==> src/rtl/irq_arb_pkg.sv <==
package irq_arb_pkg;

    // Source identifiers reported on src_sel
    localparam int SRC_NONE     = 0;
    localparam int SRC_BUS      = 1;
    localparam int SRC_NMI      = 2;
    localparam int SRC_INT_BASE = 3;

    typedef enum logic [1:0] {
        ST_IDLE     = 2'd0,
        ST_BUS_HOLD = 2'd1,
        ST_ACK      = 2'd2
    } arb_state_e;

    function automatic int src_width(input int num_int);
        return $clog2(num_int + SRC_INT_BASE);
    endfunction

endpackage

==> src/rtl/irq_nmi_edge.sv <==
module irq_nmi_edge (
    input  logic clk,
    input  logic rst_n,
    input  logic nmi_n,
    input  logic take,
    output logic pend
);

    logic nmi_prev;
    logic fall;

    assign fall = nmi_prev & ~nmi_n;

    always_ff @(posedge clk or negedge rst_n) begin
        if (!rst_n) begin
            nmi_prev <= 1'b1;
            pend     <= 1'b0;
        end else begin
            nmi_prev <= nmi_n;
            if (fall)
                pend <= 1'b1;
            else if (take)
                pend <= 1'b0;
        end
    end

endmodule

==> src/rtl/irq_prio_pick.sv <==
module irq_prio_pick #(
    parameter int NUM_INT = 3,
    parameter int SRC_W   = irq_arb_pkg::src_width(NUM_INT)
) (
    input  logic               busreq,
    input  logic               nmi_pend,
    input  logic [NUM_INT-1:0] int_lvl,
    input  logic               ie,
    output logic [SRC_W-1:0]   pick
);
    import irq_arb_pkg::*;

    logic [NUM_INT-1:0] int_qual;

    generate
        for (genvar g = 0; g < NUM_INT; g++) begin : g_qual
            assign int_qual[g] = ie & int_lvl[g];
        end
    endgenerate

    always_comb begin
        pick = SRC_W'(SRC_NONE);
        // lowest index has highest priority: scan from the top down
        for (int i = NUM_INT - 1; i >= 0; i--) begin
            if (int_qual[i])
                pick = SRC_W'(SRC_INT_BASE + i);
        end
        if (nmi_pend)
            pick = SRC_W'(SRC_NMI);
        if (busreq)
            pick = SRC_W'(SRC_BUS);
    end

endmodule

==> src/rtl/irq_ack_fsm.sv <==
module irq_ack_fsm #(
    parameter int               NUM_INT = 3,
    parameter int               SRC_W   = irq_arb_pkg::src_width(NUM_INT),
    parameter int               ADDR_W  = 16,
    parameter logic [ADDR_W-1:0] NMI_VEC = ADDR_W'(16'h0066)
) (
    input  logic              clk,
    input  logic              rst_n,
    input  logic              instr_end,
    input  logic              busreq,
    input  logic              ack_done,
    input  logic              ie_set,
    input  logic              ie_clr,
    input  logic [SRC_W-1:0]  pick,
    output logic              take_nmi,
    output logic [SRC_W-1:0]  src_sel,
    output logic              ack_req,
    output logic              m1_iorq,
    output logic [ADDR_W-1:0] restart_addr,
    output logic              ie_en
);
    import irq_arb_pkg::*;

    localparam logic [SRC_W-1:0] C_NONE = SRC_W'(SRC_NONE);
    localparam logic [SRC_W-1:0] C_BUS  = SRC_W'(SRC_BUS);
    localparam logic [SRC_W-1:0] C_NMI  = SRC_W'(SRC_NMI);
    localparam logic [SRC_W-1:0] C_INT0 = SRC_W'(SRC_INT_BASE);

    arb_state_e       state_q, state_d;
    logic [SRC_W-1:0] src_q, src_d;
    logic             decide;
    logic             take_mask;

    assign decide    = (state_q == ST_IDLE) && instr_end;
    assign take_nmi  = decide && (pick == C_NMI);
    assign take_mask = decide && (pick >= C_INT0);

    // next-state logic
    always_comb begin
        state_d = state_q;
        src_d   = src_q;
        unique case (state_q)
            ST_IDLE: begin
                if (instr_end) begin
                    if (pick == C_BUS) begin
                        state_d = ST_BUS_HOLD;
                    end else if (pick != C_NONE) begin
                        state_d = ST_ACK;
                        src_d   = pick;
                    end
                end
            end
            ST_BUS_HOLD: begin
                if (!busreq)
                    state_d = ST_IDLE;
            end
            ST_ACK: begin
                if (ack_done) begin
                    state_d = ST_IDLE;
                    src_d   = C_NONE;
                end
            end
            default: state_d = ST_IDLE;
        endcase
    end

    // state register and enable flag
    always_ff @(posedge clk or negedge rst_n) begin
        if (!rst_n) begin
            state_q <= ST_IDLE;
            src_q   <= C_NONE;
            ie_en   <= 1'b0;
        end else begin
            state_q <= state_d;
            src_q   <= src_d;
            if (take_mask || ie_clr)
                ie_en <= 1'b0;
            else if (ie_set)
                ie_en <= 1'b1;
        end
    end

    // outputs decoded from the state
    always_comb begin
        src_sel      = C_NONE;
        ack_req      = 1'b0;
        m1_iorq      = 1'b0;
        restart_addr = '0;
        unique case (state_q)
            ST_IDLE: ;
            ST_BUS_HOLD: src_sel = C_BUS;
            ST_ACK: begin
                src_sel = src_q;
                ack_req = 1'b1;
                m1_iorq = (src_q == C_INT0);
                if (src_q == C_NMI)
                    restart_addr = NMI_VEC;
            end
            default: ;
        endcase
    end

endmodule

==> src/rtl/irq_arbiter.sv <==
module irq_arbiter #(
    parameter int               NUM_INT = 3,
    parameter int               SRC_W   = irq_arb_pkg::src_width(NUM_INT),
    parameter int               ADDR_W  = 16,
    parameter logic [ADDR_W-1:0] NMI_VEC = ADDR_W'(16'h0066)
) (
    input  logic               clk,
    input  logic               rst_n,
    input  logic               nmi_n,
    input  logic [NUM_INT-1:0] int_n,
    input  logic               busreq_n,
    input  logic               instr_end,
    input  logic               ie_set,
    input  logic               ie_clr,
    input  logic               ack_done,
    output logic [SRC_W-1:0]   src_sel,
    output logic               ack_req,
    output logic               m1_iorq,
    output logic [ADDR_W-1:0]  restart_addr,
    output logic               ie_en
);

    logic             nmi_pend;
    logic             take_nmi;
    logic [SRC_W-1:0] pick;

    irq_nmi_edge u_nmi (
        .clk   (clk),
        .rst_n (rst_n),
        .nmi_n (nmi_n),
        .take  (take_nmi),
        .pend  (nmi_pend)
    );

    irq_prio_pick #(.NUM_INT(NUM_INT), .SRC_W(SRC_W)) u_pick (
        .busreq   (~busreq_n),
        .nmi_pend (nmi_pend),
        .int_lvl  (~int_n),
        .ie       (ie_en),
        .pick     (pick)
    );

    irq_ack_fsm #(
        .NUM_INT (NUM_INT),
        .SRC_W   (SRC_W),
        .ADDR_W  (ADDR_W),
        .NMI_VEC (NMI_VEC)
    ) u_fsm (
        .clk          (clk),
        .rst_n        (rst_n),
        .instr_end    (instr_end),
        .busreq       (~busreq_n),
        .ack_done     (ack_done),
        .ie_set       (ie_set),
        .ie_clr       (ie_clr),
        .pick         (pick),
        .take_nmi     (take_nmi),
        .src_sel      (src_sel),
        .ack_req      (ack_req),
        .m1_iorq      (m1_iorq),
        .restart_addr (restart_addr),
        .ie_en        (ie_en)
    );

endmodule

==> config.mk <==
export PLATFORM = sky130hd
export DESIGN_NAME = irq_arbiter
export DESIGN_NICKNAME = d
export VERILOG_FILES = /design/src/rtl/irq_arb_pkg.sv /design/src/rtl/irq_nmi_edge.sv /design/src/rtl/irq_prio_pick.sv /design/src/rtl/irq_ack_fsm.sv /design/src/rtl/irq_arbiter.sv
export SDC_FILE = /design/constraint.sdc
export NUM_CORES = 1
export LEC_CHECK = 0
export ABC_AREA = 1
export BUFFER_PORTS_ARGS = -buffer_cell sky130_fd_sc_hd__buf_4
export CORE_MARGIN = 4
export CORE_UTILIZATION = 47
export CTS_BUF_LIST = sky130_fd_sc_hd__clkbuf_4
export CTS_CLUSTER_SIZE = 24
export DETAILED_ROUTE_END_ITERATION = 6
export PLACE_DENSITY = 0.87
export SYNTH_ARGS = -nofsm -noshare
export SYNTH_HDL_FRONTEND = slang
export SYNTH_SLANG_ARGS = --single-unit
export TNS_END_PERCENT = 30
==> constraint.sdc <==
create_clock -name clk -period 1.4 [get_ports clk]
set_input_delay 0.07 -clock clk [delete_from_list [all_inputs] [get_ports clk]]
set_output_delay 0.07 -clock clk [all_outputs]
set_load 0.1 [all_outputs]
==> summary.md, run 1 <==
| Metric | Value |
|---|---|
| Outcome | `finished, violations left` |
| Violated checks | `negative setup slack` |
| Final setup fails | `9` |
| HP Class | `primary input to register` |
| Drt drc | `0` |
| Syn-to-layout area delta | `54.3%` |
| TritonCTS Buffers | `3` |
| CP Cell Sequence | `inv_2, ha_4, nand2_4, nor3_4, buf_12, buf_12` |
| Ant diodes | `0` |
| DP Cell Count | `130` |
| Htree depth | `1` |
| Synth warn | `0` |
| FF-to-FF End | `u_fsm.state_q[1]` |
| Reg2Reg Depth | `10` |
| GRT Residual Overflow | `0` |
| FF+latch count, synth | `8` |
| Antenna violations before repair | `0` |
| Clk_lat worst skew | `0.27 ns` |
| Max incr delay on CP | `0.38 ns` |
| Crit path from | `u_fsm.state_q[0]` |
| All-Layer GR Usage | `14.9%` |
| Vias per cell | `4.65` |
| IO Pins | `33` |
| Static Leak | `0.572 nW` |
| Most frequent CP cell | `buf_12` |
| Crit path DAT | `1.45 ns` |
| Gpl congestion | `0.769` |
| Largest net degree at the start of global routing | `9` |
| Maxcap violations | `0` |
| Final hold slack | `0.0737 ns` |
| Final WS setup | `-0.119 ns` |
| Library cells used by synthesis | `23` |
| Vias | `660` |
| Startpoint Class | `register` |
| Initial DRC count | `11` |
| Die Ht | `46.3 um` |
| R2R Setup Slk | `-0.04 ns` |
| Post-Route WL | `1540 um` |
| Final slew viol count | `0` |
| Most frequent cells in the layout | `nand2_1, buf_4, inv_1, conb_1` |
| Worst path slowest cell | `dfrtp_1` |
| Reg clk slew, reported paths | `0.05 ns` |
| Core Area | `0.00133 mm^2` |
| Final HPWL DP | `1150 um` |
| Crit Path Max Fanout | `4` |
| Nets | `142` |
| Port buffer count | `20` |
| Worst setup EP type | `output pin` |
| Place WS | `0.0461 ns` |
| Share of cells above drive strength 1 | `40.9%` |
| Worst Hold Path EP | `u_fsm.ie_en` |
| Post-DRT Antenna Nets | `0` |
| Reg-to-Reg Start | `u_fsm.state_q[0]` |
| Sink Count | `8` |
| Layout Cells excl Fill | `142` |
| CTS tree | `yes` |
| Sequential area share after synthesis | `29.2%` |
| Total power | `2.41 mW` |
| # rows | `13` |
| Fin crit share | `108%` |
| Vias in the first global route | `581` |
| Max VDD drop | `1380 uV` |
| Critical setup path kind | `register to output pin` |
| Initial Utilization | `51.7%` |
| Final Cell Area | `0.00106 mm^2` |
| Final Hold Viols | `0` |
| Power per cell area | `2260 mW/mm^2` |
| Drt first pass iters | `4` |
| Max Freq | `0.658 GHz` |
| Critical path's top delay family | `buffers and inverters` |
| Avg Cell Area, Syn | `7.11 um^2` |
| CTS Buffer Depth | `2` |
| Area post-placement | `842 um^2` |
| Worst path bufs/invs | `3` |
| Die width | `46.3 um` |
| Req. time, crit path | `1.33 ns` |
| Die Area | `0.00214 mm^2` |
| Most common cell after layout, fill and taps aside | `nand2_1` |
| Clock Skews | `0.0169 ns` |
| HP Start | `ie_clr` |
| Final worst path period need | `1.52 ns` |
| DR WL/cell | `10.8 um` |
| Cells after Synth | `97` |
| Clock Tree Root | `clkbuf_4` |
| RSZ-0062 raised after global routing | `yes` |
| Post-Syn Area | `689 um^2` |
| First-pass GRT wire length | `2320 um` |
| Hold path depth | `3` |
-- power by group --
group | internal [mW] | switching (mW)
registers | 0.303 | 0.0656
clock network | 0.129 | 0.0876
logic | 0.658 | 1.16
total | 1.09 | 1.32
-- cells by family (layout without fill, tap and decap cells) --
kind of cell / Yosys count / count (layout) / share of synthesized area, %
AOI/OAI and AO/OA: 11 / 11 / 9.80
other: 1 / 12 / 0.544
DFF: 8 / 8 / 29.2
and+or+nand+nor: 43 / 43 / 27.9
adders and majority gates: 3 / 3 / 5.45
buffers and inverters: 31 / 50 / 27.0
-- tightest hold or removal path, stage by stage --
cell and delay [ns]:
buf_4 0.07, o21bai_1 0.09, nor2_1 0.05
-- cells in the mapped netlist (all sizes together) --
library cell  count  share of area [%]
nand3             5                4.4
nand2            29                 17
ha                3                5.4
o21ai             5                4.2
a21oi             4                3.4
a21boi            1                1.1
nor2              6                3.6
conb              1               0.54
o21bai            1                1.1
dfstp             1                3.8
bufinv            1                2.5
nor3              1               0.73
inv              15                8.2
dfrtp             7                 25
buf              15                 16
nand4             1               0.91
nor3b             1                1.1
-- what timing repair did --
item / 4_1_cts / 5_1_grt
gates resized for setup: 23 / 5
endpoints found under the hold margin: 10 / 0
hold buffers: 2 / 0
buffers inserted: 5 / 1
pin swaps: 4 / 1
endpoints found under the setup margin: 7 / 13
-- through the flow --
step                setup TNS, ns  util (%)
floorplan                   -6.21         -
global placement                0      63.1
detailed placement              0      63.1
CTS                        -0.677      78.1
global route                -1.39      79.7
finish                     -0.698      79.7
-- metal layers --
metal	GRT usage [%]	wire length (um)
met2	27.2	846
met5	0	0
met1	16.7	565
met4	2.84	5
met3	4.69	120
-- flip-flops by register name, summed over array words and instances, names as in the netlist --
register        cells
u_fsm.state_q       2
u_fsm.ie_en         1
u_fsm.src_q         3
u_nmi.pend          1
u_nmi.nmi_prev      1
-- worst max path at each step --
stage | to | depth (start not counted)
finish | restart_addr[1] | 6
global route | restart_addr[2] | 6
CTS | restart_addr[5] | 6
detailed placement | u_fsm.src_q[1] | 8
global placement | u_fsm.src_q[2] | 8
floorplan | restart_addr[2] | 5
-- cell type report --
class                           count  area, um^2
Inverter                           16        78.8
Multi-Input combinational cell     69         409
Clock buffer                        4        30.0
Tap cell                           15        18.8
Timing Repair Buffer               30         325
Sequential cell                     8         201
Fill cell                          90         270
No activity file was read; power rests on OpenSTA's default activity.
==> run 2: changes to the inputs <==
--- a/config.mk
+++ b/config.mk
@@ -8,12 +8,13 @@
 export ABC_AREA = 1
 export BUFFER_PORTS_ARGS = -buffer_cell sky130_fd_sc_hd__buf_4
 export CORE_MARGIN = 4
-export CORE_UTILIZATION = 47
+export CORE_UTILIZATION = 48
 export CTS_BUF_LIST = sky130_fd_sc_hd__clkbuf_4
 export CTS_CLUSTER_SIZE = 24
 export DETAILED_ROUTE_END_ITERATION = 6
-export PLACE_DENSITY = 0.87
+export PLACE_DENSITY = 0.88
 export SYNTH_ARGS = -nofsm -noshare
 export SYNTH_HDL_FRONTEND = slang
+export SYNTH_HIERARCHICAL = 1
 export SYNTH_SLANG_ARGS = --single-unit
 export TNS_END_PERCENT = 30
==> run 2 against run 1 <==
Critical endpoint is now restart_addr[6]. Final area increased by 1.1%. Die area increased by 2.4%. Fmax decreased by 3.0%. Register-to-register slack about the same. The flow still finishes with violations (negative setup slack). Highest routed layer unchanged. Largest cell class unchanged. Sequential share of layout area decreased by 0.20 points.
==> summary.md, run 2 <==
| Metric | Value |
|---|---|
| Clock Skews | `0.0167 ns` |
| Die Area | `0.00219 mm^2` |
| Mux share of post-synthesis cell area | `0%` |
| Crit path DAT | `1.50 ns` |
| HP Class | `primary input to register` |
| Req. time, crit path | `1.33 ns` |
| Outcome | `finished, violations left` |
| Fillers | `92` |
| Final cell utilization of the core | `78.7%` |
| Most instantiated cells after synthesis | `nand2_1, inv_1, buf_4, nor2_1` |
| Storage element area | `201 um^2` |
| Reg clk slew, reported paths | `0.07 ns` |
| Antenna violations before repair | `0` |
| DR WL/cell | `12.4 um` |
| Regs by FF count | `u_fsm/src_q: 3 flops, u_fsm/state_q: 2 flops` |
| RSZ-0062 raised after global routing | `yes` |
| Power per cell area | `2200 mW/mm^2` |
| Most frequent cells in the layout | `nand2_1, buf_4, inv_1` |
| Post-Synth Adder-Cell Area | `5.18%` |
| Yosys top cell area share | `24.2%` |
| Net Sw Frac | `57.2%` |
| M1 GR Usage | `16.2%` |
| Violated checks | `negative setup slack` |
| Final HPWL DP | `1320 um` |
| Max Freq | `0.638 GHz` |
| DP Cell Count | `140` |
| Final setup fails | `10` |
| Library cells used by synthesis | `21` |
| Htree depth | `1` |
| Drt drc | `0` |
| Number of synthesized flops with an enable pin | `0` |
| GRT busiest layer | `met2` |
| Core Area | `0.00137 mm^2` |
| Sink Count | `8` |
| Vias per cell | `4.76` |
| GR Util met2 | `36.0%` |
| Post-Syn Area | `724 um^2` |
| Initial DRC count | `32` |
| Synth warn | `6` |
| Gpl congestion | `0.732` |
| Avg Cell Area, Syn | `6.77 um^2` |
| Sequential area share after synthesis | `27.8%` |
| Nets | `151` |
| Main combinational cell family by area after synthesis | `simple AND/OR/NAND/NOR gates` |
| XOR/XNOR Fraction of Synth Area | `0%` |
| Largest net degree at the start of global routing | `9` |
| Syn-to-layout area delta | `48.4%` |
| Synth Area in Compound Gates | `5.70%` |
| Static Leak | `0.609 nW` |
| FF+latch count, synth | `8` |
| Startpoint Class | `register` |
| # rows | `13` |
| Max VDD drop | `1190 uV` |
| Worst path slowest cell | `dfrtp_1` |
| Drt first pass iters | `4` |
| Top FF cell, synth | `dfrtp_1` |
| Final worst path period need | `1.57 ns` |
| Post-DRT Antenna Nets | `0` |
| CP Cell Sequence | `inv_2, ha_4, nand2_4, nor3_4, buf_6, buf_12` |
| Post-Route WL | `1870 um` |
| GRT Residual Overflow | `0` |
| Clk_lat worst skew | `0.26 ns` |
| First-pass GRT wire length | `2680 um` |
| IO Pins | `33` |
| All-Layer GR Usage | `17.5%` |
| Sequential share of power | `16.0%` |
| Die Ht | `46.9 um` |
| Most common cell in the netlist | `nand2_1` |
| Clk pwr share | `8.9%` |
| Initial Utilization | `53.0%` |
| Max incr delay on CP | `0.39 ns` |
| Ys async rst share | `100%` |
| Crit Path Max Fanout | `5` |
| Share of cells above drive strength 1 | `39.0%` |
| Multi-input logic area | `420 um^2` |
| CTS Buffer Depth | `2` |
| Cells after Synth | `107` |
| Most common cell after layout, fill and taps aside | `nand2_1` |
| Final Hold Viols | `0` |
| Die width | `46.9 um` |
| CTS tree | `yes` |
| Synth Area in Simple Gates | `32.8%` |
| Layout Cells excl Fill | `151` |
| Vias | `719` |
| Final WS setup | `-0.166 ns` |
| Clock Tree Root | `clkbuf_4` |
| Maxcap violations | `0` |
| Fin crit share | `112%` |
| Critical setup path kind | `register to output pin` |
| Vias in the first global route | `652` |
| Ant diodes | `0` |
| Area post-placement | `872 um^2` |
| Final Cell Area | `0.00107 mm^2` |
| Cell-internal power | `1.01 mW` |
| Largest register by flop count | `u_fsm/src_q` |
| Met3 usage | `4.98%` |
| Combinational share of power | `75.1%` |
| Leading area contributor after synthesis | `dfrtp_1` |
| Final slew viol count | `0` |
| TritonCTS Buffers | `3` |
| Largest register FFs | `3` |
| Switch Pwr | `1.35 mW` |
| Worst setup EP type | `output pin` |
| Top post-synthesis cells by area | `dfrtp_1, buf_4, nand2_1` |
| Port buffer count | `20` |
run 2: changes by cell type after synthesis, sizes merged, moves of 2 or more:
cell | before | now
nor2 | 6 | 11
o21ai | 5 | 2
nand3 | 5 | 7
nor3 | 1 | 3
inv | 15 | 21
run 2: power groups by stage:
| stage | sequential (mW) | combinational [mW] | clock (mW) |
|---|---|---|---|
| after floorplan | 0.391 | 1.35 | 0 |
| after global placement | 0.372 | 1.46 | 0 |
| after detailed placement | 0.373 | 1.50 | 0 |
| after CTS | 0.370 | 1.68 | 0.220 |
| after global routing | 0.387 | 1.88 | 0.236 |
| final | 0.378 | 1.78 | 0.211 |
run 2: worst max-delay path, delay by kind of cell, from the launching register on:
kind                     cells  cell delay, ns
adder cells (fa/ha/maj)      1            0.18
AND/OR/NAND/NOR              2            0.25
buffers and inverters        3            0.41
flip-flops                   1            0.39
run 2: cells by family after synthesis:
logic type / count (synthesis)
compound gates: 7
other cells: 1
simple gates: 51
fa+ha+maj: 3
flops: 8
buf+inv: 37
run 2: final cells by class:
| class | count | area share (%) |
|---|---|---|
| timing repair buffer | 30 | 30.3 |
| inverter | 21 | 7.33 |
| multi-input combinational | 73 | 39.1 |
| clock buffer | 4 | 2.79 |
| sequential | 8 | 18.7 |
| tap | 15 | 1.75 |
run 2: final timing paths:
| path | from | end | slack (ns) | cells after the start |
|---|---|---|---|---|
| max | u_fsm/state_q[0] | restart_addr[6] | -0.17 | 6 |
| min | ie_clr | u_fsm/ie_en | 0.11 | 4 |
| max reg2reg | u_fsm/ie_en | u_fsm/state_q[1] | -0.05 | 10 |
| min reg2reg | u_nmi/pend | u_nmi/pend | 0.48 | 2 |
| max in group asynchronous | rst_n | u_nmi/nmi_prev | 1.01 | 2 |
| min in group asynchronous | rst_n | u_fsm/src_q[2] | 0.16 | 2 |
run 2: metal layers:
layer | up-vias | wire, um
li1 | 350 | -
met1 | 328 | 595
met2 | 39 | 1090
met3 | 2 | 163
met4 | 0 | 18
met5 | - | 0
run 2: per-stage QoR:
step / setup TNS [ns] / worst slack [ns] / total power [mW] / hold slack, ns
after floorplan: -9.72 / -0.967 / 1.74 / -0.226
after global placement: -0.00290 / -0.00279 / 1.84 / -0.104
after detailed placement: -0.445 / -0.105 / 1.88 / -0.103
after CTS: -0.671 / -0.107 / 2.27 / 0.100
after global routing: -2.00 / -0.235 / 2.51 / 0.127
final: -0.965 / -0.166 / 2.36 / 0.111
run 2: timing repair:
action / CTS / global route
resized for setup: 22 / 8
setup endpoints to repair: 13 / 14
buffers inserted: 4 / 1
hold buffers: 2 / 0
cloned: 0 / 0
hold endpoints to repair: 9 / 0
pin swaps: 1 / 2
